`config.mk`:
```
export PLATFORM = sky130hd
export DESIGN_NAME = banked_ram_map
export DESIGN_NICKNAME = d
export VERILOG_FILES = /design/src/rtl/bank_map_pkg.sv /design/src/rtl/bank_addr_decode.sv /design/src/rtl/user_ram.sv /design/src/rtl/banked_ram_map.sv
export SDC_FILE = /design/constraint.sdc
export NUM_CORES = 2
export LEC_CHECK = 0
export BUFFER_PORTS_ARGS = -buffer_cell sky130_fd_sc_hd__buf_2
export CORE_MARGIN = 2
export CORE_UTILIZATION = 54
export CTS_BUF_LIST = sky130_fd_sc_hd__clkbuf_8
export DETAILED_ROUTE_END_ITERATION = 8
export PLACE_DENSITY = 0.8
export REMOVE_ABC_BUFFERS = 1
export SYNTH_ARGS = -nofsm -noshare
export SYNTH_HDL_FRONTEND = slang
export SYNTH_SLANG_ARGS = --single-unit
```
`constraint.sdc`:
```
create_clock -name clk_i -period 3.5 [get_ports clk_i]
set_clock_uncertainty 0.1 [all_clocks]
set_input_delay 0.7 -clock clk_i [delete_from_list [all_inputs] [get_ports clk_i]]
set_output_delay 0.7 -clock clk_i [all_outputs]
set_load 0.02 [all_outputs]
```
`src/rtl/bank_map_pkg.sv`:
```
package bank_map_pkg;
  typedef enum logic [2:0] {
    RG_REG,
    RG_DIRECT,
    RG_PTR,
    RG_WIN,
    RG_NONE
  } region_e;
endpackage

```
`src/rtl/bank_addr_decode.sv`:
```
module bank_addr_decode
  import bank_map_pkg::*;
#(
  parameter int ADDR_W   = 7,
  parameter int NUM_REGS = 14,
  parameter int B1_TOP   = 'h3F,
  parameter int PTR_ADDR = 'h50,
  parameter int WIN_ADDR = 'h53
) (
  input  logic              bank_i,
  input  logic [ADDR_W-1:0] addr_i,
  output region_e           region_o
);
  logic is_reg;
  assign is_reg = addr_i < ADDR_W'(NUM_REGS);

  always_comb begin
    if (is_reg)                            region_o = RG_REG;
    else if (!bank_i)                      region_o = RG_DIRECT;
    else if (addr_i <= ADDR_W'(B1_TOP))    region_o = RG_DIRECT;
    else if (addr_i == ADDR_W'(PTR_ADDR))  region_o = RG_PTR;
    else if (addr_i == ADDR_W'(WIN_ADDR))  region_o = RG_WIN;
    else                                   region_o = RG_NONE;
  end


  always_comb begin
    reg_region_chk: assert (!(region_o == RG_REG) || is_reg);
  end
endmodule

```
`src/rtl/user_ram.sv`:
```
module user_ram #(
  parameter int DEPTH  = 114,
  parameter int DATA_W = 8,
  localparam int IDX_W = $clog2(DEPTH)
) (
  input  logic              clk_i,
  input  logic              rst_ni,
  input  logic              we_i,
  input  logic [IDX_W-1:0]  idx_i,
  input  logic [DATA_W-1:0] wdata_i,
  output logic [DATA_W-1:0] rdata_o
);
  // Storage is kept across reset to model retained contents.
  logic [DATA_W-1:0] mem_q [DEPTH];

  always_ff @(posedge clk_i) begin
    if (we_i) mem_q[idx_i] <= wdata_i;
  end

  assign rdata_o = mem_q[idx_i];


  ram_write_chk: assert property (@(posedge clk_i) disable iff (!rst_ni)
    we_i |=> mem_q[$past(idx_i)] == $past(wdata_i));
endmodule

```
`src/rtl/banked_ram_map.sv`:
```
module banked_ram_map
  import bank_map_pkg::*;
#(
  parameter int ADDR_W    = 7,
  parameter int DATA_W    = 8,
  parameter int NUM_REGS  = 14,
  parameter int EXT_DEPTH = 128,
  parameter int B1_TOP    = 'h3F,
  parameter int PTR_ADDR  = 'h50,
  parameter int WIN_ADDR  = 'h53,
  localparam int DIR_DEPTH = (1 << ADDR_W) - NUM_REGS,
  localparam int DIR_IW    = $clog2(DIR_DEPTH),
  localparam int PTR_W     = $clog2(EXT_DEPTH),
  localparam int REG_AW    = $clog2(NUM_REGS)
) (
  input  logic              clk_i,
  input  logic              rst_ni,
  input  logic              bank_we_i,
  input  logic              bank_d_i,
  output logic              bank_o,
  input  logic [ADDR_W-1:0] addr_i,
  input  logic [DATA_W-1:0] wdata_i,
  input  logic              rd_i,
  input  logic              wr_i,
  output logic [DATA_W-1:0] rdata_o,
  output logic [REG_AW-1:0] reg_addr_o,
  output logic [DATA_W-1:0] reg_wdata_o,
  output logic              reg_re_o,
  output logic              reg_we_o,
  input  logic [DATA_W-1:0] reg_rdata_i
);
  region_e           region;
  logic              bank_q;
  logic [PTR_W-1:0]  ptr_q;
  logic [DATA_W-1:0] dir_rd, ext_rd, rd_mux;
  logic [ADDR_W-1:0] dir_off;
  logic              dir_we, ext_we;

  bank_addr_decode #(
    .ADDR_W  (ADDR_W),
    .NUM_REGS(NUM_REGS),
    .B1_TOP  (B1_TOP),
    .PTR_ADDR(PTR_ADDR),
    .WIN_ADDR(WIN_ADDR)
  ) u_dec (
    .bank_i  (bank_q),
    .addr_i  (addr_i),
    .region_o(region)
  );

  always_ff @(posedge clk_i or negedge rst_ni) begin
    if (!rst_ni)        bank_q <= 1'b0;
    else if (bank_we_i) bank_q <= bank_d_i;
  end
  assign bank_o = bank_q;

  always_ff @(posedge clk_i or negedge rst_ni) begin
    if (!rst_ni)                      ptr_q <= '0;
    else if (wr_i && region == RG_PTR) ptr_q <= wdata_i[PTR_W-1:0];
  end

  assign dir_off = addr_i - ADDR_W'(NUM_REGS);
  assign dir_we  = wr_i && region == RG_DIRECT;
  assign ext_we  = wr_i && region == RG_WIN;

  user_ram #(.DEPTH(DIR_DEPTH), .DATA_W(DATA_W)) u_dir (
    .clk_i  (clk_i),
    .rst_ni (rst_ni),
    .we_i   (dir_we),
    .idx_i  (dir_off[DIR_IW-1:0]),
    .wdata_i(wdata_i),
    .rdata_o(dir_rd)
  );

  user_ram #(.DEPTH(EXT_DEPTH), .DATA_W(DATA_W)) u_ext (
    .clk_i  (clk_i),
    .rst_ni (rst_ni),
    .we_i   (ext_we),
    .idx_i  (ptr_q),
    .wdata_i(wdata_i),
    .rdata_o(ext_rd)
  );

  assign reg_addr_o  = addr_i[REG_AW-1:0];
  assign reg_wdata_o = wdata_i;
  assign reg_re_o    = rd_i && region == RG_REG;
  assign reg_we_o    = wr_i && region == RG_REG;

  always_comb begin
    unique case (region)
      RG_REG:    rd_mux = reg_rdata_i;
      RG_DIRECT: rd_mux = dir_rd;
      RG_PTR:    rd_mux = DATA_W'(ptr_q);
      RG_WIN:    rd_mux = ext_rd;
      default:   rd_mux = '0;
    endcase
  end

  always_ff @(posedge clk_i or negedge rst_ni) begin
    if (!rst_ni)   rdata_o <= '0;
    else if (rd_i) rdata_o <= rd_mux;
  end


  bank_load_chk: assert property (@(posedge clk_i) disable iff (!rst_ni)
    bank_we_i |=> bank_o == $past(bank_d_i));

  bank_hold_chk: assert property (@(posedge clk_i) disable iff (!rst_ni)
    !bank_we_i |=> $stable(bank_o));

  ptr_load_chk: assert property (@(posedge clk_i) disable iff (!rst_ni)
    (wr_i && bank_o && addr_i == ADDR_W'(PTR_ADDR)) |=> ptr_q == $past(wdata_i[PTR_W-1:0]));

  unmapped_rd_chk: assert property (@(posedge clk_i) disable iff (!rst_ni)
    (rd_i && region == RG_NONE) |=> rdata_o == '0);

  unmapped_wr_chk: assert property (@(posedge clk_i) disable iff (!rst_ni)
    (wr_i && region == RG_NONE) |=> $stable(ptr_q));

  rdata_hold_chk: assert property (@(posedge clk_i) disable iff (!rst_ni)
    !rd_i |=> $stable(rdata_o));

  reg_strobe_chk: assert property (@(posedge clk_i) disable iff (!rst_ni)
    (reg_re_o || reg_we_o) |-> addr_i < ADDR_W'(NUM_REGS));
endmodule

```
==> metrics <==
status finished, violations left; failing checks setup timing; count leader, synth edfxtp_1; placer congestion estimate 0.930; top-level port count 52; Yosys cell types 93; Die W 381 um; final core occ 63.0%; Top FF cell, synth edfxtp_1; Tmin final 3.62 ns; GRT overflow 0; area of the multi-input gates 16600 um2; core box area 141000 um2; Post-synth top cells edfxtp_1 (1936), nor2_1 (330), mux2i_1 (319); Pwr per Cell Area 522 nW/um2; Rows 138; Setup WS pre-CTS -0.642 ns; IO Port Bufs 51; Post-Syn Area 76900 um2; Seq pwr share 55.5%; max_cap viols 0; register area share after synthesis 76.1%; Worst-Skew Late Latency 1.04 ns; final-report hold violation count 0; slew margin rel. 31.1%; top post-synthesis cells by area edfxtp_1 (76%), mux4_2 (5.9%), mux2i_1 (4.1%); critical path required time 4.31 ns; # nets final 4969; Synth Warn # 0; # DRC 0; total CTS buffers 316; maximum vdd drop 0.601 mV; Syn-to-layout area delta 15.8%; Antenna Nets Post-Route 0; # clock sinks 1952; worst slew pin tran 1.03 ns; CTS tree yes; initial antenna violation count 14; placed wire-length estimate 130000 um; Critical Path Start Type flop; final wirelength 207000 um; post-placement cell area 83500 um2; drt first pass iters 8; switching power of the nets 0.0107 W; critical-path maximum fanout 32; Clk pin slew, worst setup/hold paths 0.06 ns; Routed WL per cell 29.4 um; die area 146000 um2; layout cells sized above 1 27.1%; Initial Util 54.4%; setup ws final -0.122 ns; Max Fclk 276 MHz; die height 381 um; fin crit share 103%; FILL cells 9241; Seq cells post-synth 1952; combinational group share of total power 6.9%; post-route design area 89100 um2; pin count of the biggest net entering global routing 167; CTS root buf clkbuf_8; number of vias per cell 6.51; Arr. time, crit path 4.43 ns; Mean Syn Cell Area 18.5 um2; Hold Crit Class input pin to async pin; number of global-route vias before repair 45500; Post-synth ARST share 0.820%; H-tree depth 5; Net Sw Frac 23.0%; via count 45900; cells after synthesis 4164; crit path kind flop to flop; top cell type by total area after synthesis edfxtp_1; 1st-iter DRT viols 7289; leakage 29.7 nW; clk buf depth 4; max-slew violations 0; Clock power frac 37.5%; Setup violations, final 2; first-pass GRT wire length 301000 um; Register Area 58500 um2; number of synthesized flops with an enable pin 1936; GR Util All Layers 28.1%; top cell type's share of synthesized area 75.6%; Pint 0.0358 W; Crit. End Element flop
## per-layer routing
| metal | share of wire, % | GRT usage [%] |
|---|---|---|
| met5 | 0.085 | 0 |
| met3 | 13 | 7.75 |
| met2 | 47 | 43.4 |
| met1 | 35 | 37.2 |
| met4 | 5.3 | 14.0 |
## critical path, stage by stage, from the launching register on
cell and delay (ns):
dfrtp_4 0.64, buf_12 0.25, nand2_1 0.41, o22ai_1 0.20
a2111oi_1 0.76, a311o_1 0.24, o311ai_0 0.15, buf_4 0.18
o21ai_0 0.25, buf_4 0.18, o32a_1 0.13
## flip-flops by register name, indices dropped and copies added, names as in the netlist
register and count:
ptr_q 7, u_dir.mem_q 912, u_ext.mem_q 1024, rdata_o 8, bank_o 1
## per-stage QoR
stage / power, W / TNS (ns) / instances / hold WS [ns]
finish: 0.0465 / -0.168 / 7043 / 0.151
global route: 0.0477 / -0.113 / 7041 / 0.131
CTS: 0.0466 / 0 / 7037 / 0.0636
detailed placement: 0.0294 / -2.53 / 6498 / 0.411
global placement: 0.0294 / -2.19 / 6498 / 0.405
floorplan: 0.0276 / -7366.38 / 3887 / 0.304
## worst paths after layout
| kind | cells past startpoint | start | endpoint | slack, ns |
|---|---|---|---|---|
| max in group asynchronous | 2 | rst_ni | rdata_o[6]$_DFFE_PN0P_ | 2.62 |
| setup reg to reg | 10 | ptr_q[2]$_DFFE_PN0P_ | rdata_o[0]$_DFFE_PN0P_ | -0.12 |
| min in group clk_i | 1 | wdata_i[2] | u_ext.mem_q[56][2]$_DFFE_PP_ | 0.15 |
| hold / removal | 2 | rst_ni | ptr_q[2]$_DFFE_PN0P_ | 0.15 |
| setup / recovery | 10 | ptr_q[2]$_DFFE_PN0P_ | rdata_o[0]$_DFFE_PN0P_ | -0.12 |
| hold reg to reg | 3 | rdata_o[7]$_DFFE_PN0P_ | rdata_o[7]$_DFFE_PN0P_ | 0.72 |
## cells in the final DEF (no fill, tap or decap), types with 50 or more instances in the layout
cell type	synthesis	final
a21oi_1	94	94
a22oi_1	129	129
buf_12	6	50
buf_4	38	623
clkbuf_8	0	328
clkinv_1	1	72
edfxtp_1	1936	1936
inv_1	6	108
mux2_2	69	69
mux2i_1	319	319
mux4_2	203	203
nand2_1	80	80
nor2_1	330	329
o21ai_0	85	85
o221ai_1	64	63
o22ai_1	160	160
## power groups by stage
stage / clock network [W] / logic [W] / registers, W
after floorplan: 0 / 0.00123 / 0.0264
after global placement: 0 / 0.00304 / 0.0263
after detailed placement: 0 / 0.00311 / 0.0263
after CTS: 0.0176 / 0.00313 / 0.0258
after global routing: 0.0186 / 0.00333 / 0.0258
final: 0.0175 / 0.00321 / 0.0258
## repair_timing
action,in CTS,in global routing
endpoints found under the hold margin,37,0
hold buffers,6,0
gates resized for setup,1,7
setup buffers,0,3
endpoints found under the setup margin,2,7
## area by class of cell
cell class / count / share of cell area (%)
flip-flops and latches: 1952 / 65.7
clock buffers: 321 / 4.96
clock inverters: 212 / 1.14
multi-input cells: 1926 / 18.6
well taps: 1890 / 2.65
inverters: 9 / 0.0379
diodes: 3 / 0.00843
repair buffers: 730 / 6.82
## cells by family after synthesis
| family | count (synthesis) | share of synthesized area [%] |
|---|---|---|
| compound gates | 740 | 6.76 |
| xor+xnor | 6 | 0.0781 |
| fa+ha+maj | 5 | 0.0813 |
| buf+inv | 286 | 2.43 |
| flops | 1952 | 76.1 |
| mux | 594 | 11.1 |
| simple gates | 581 | 3.43 |
Power figures use the tool's default switching activity.
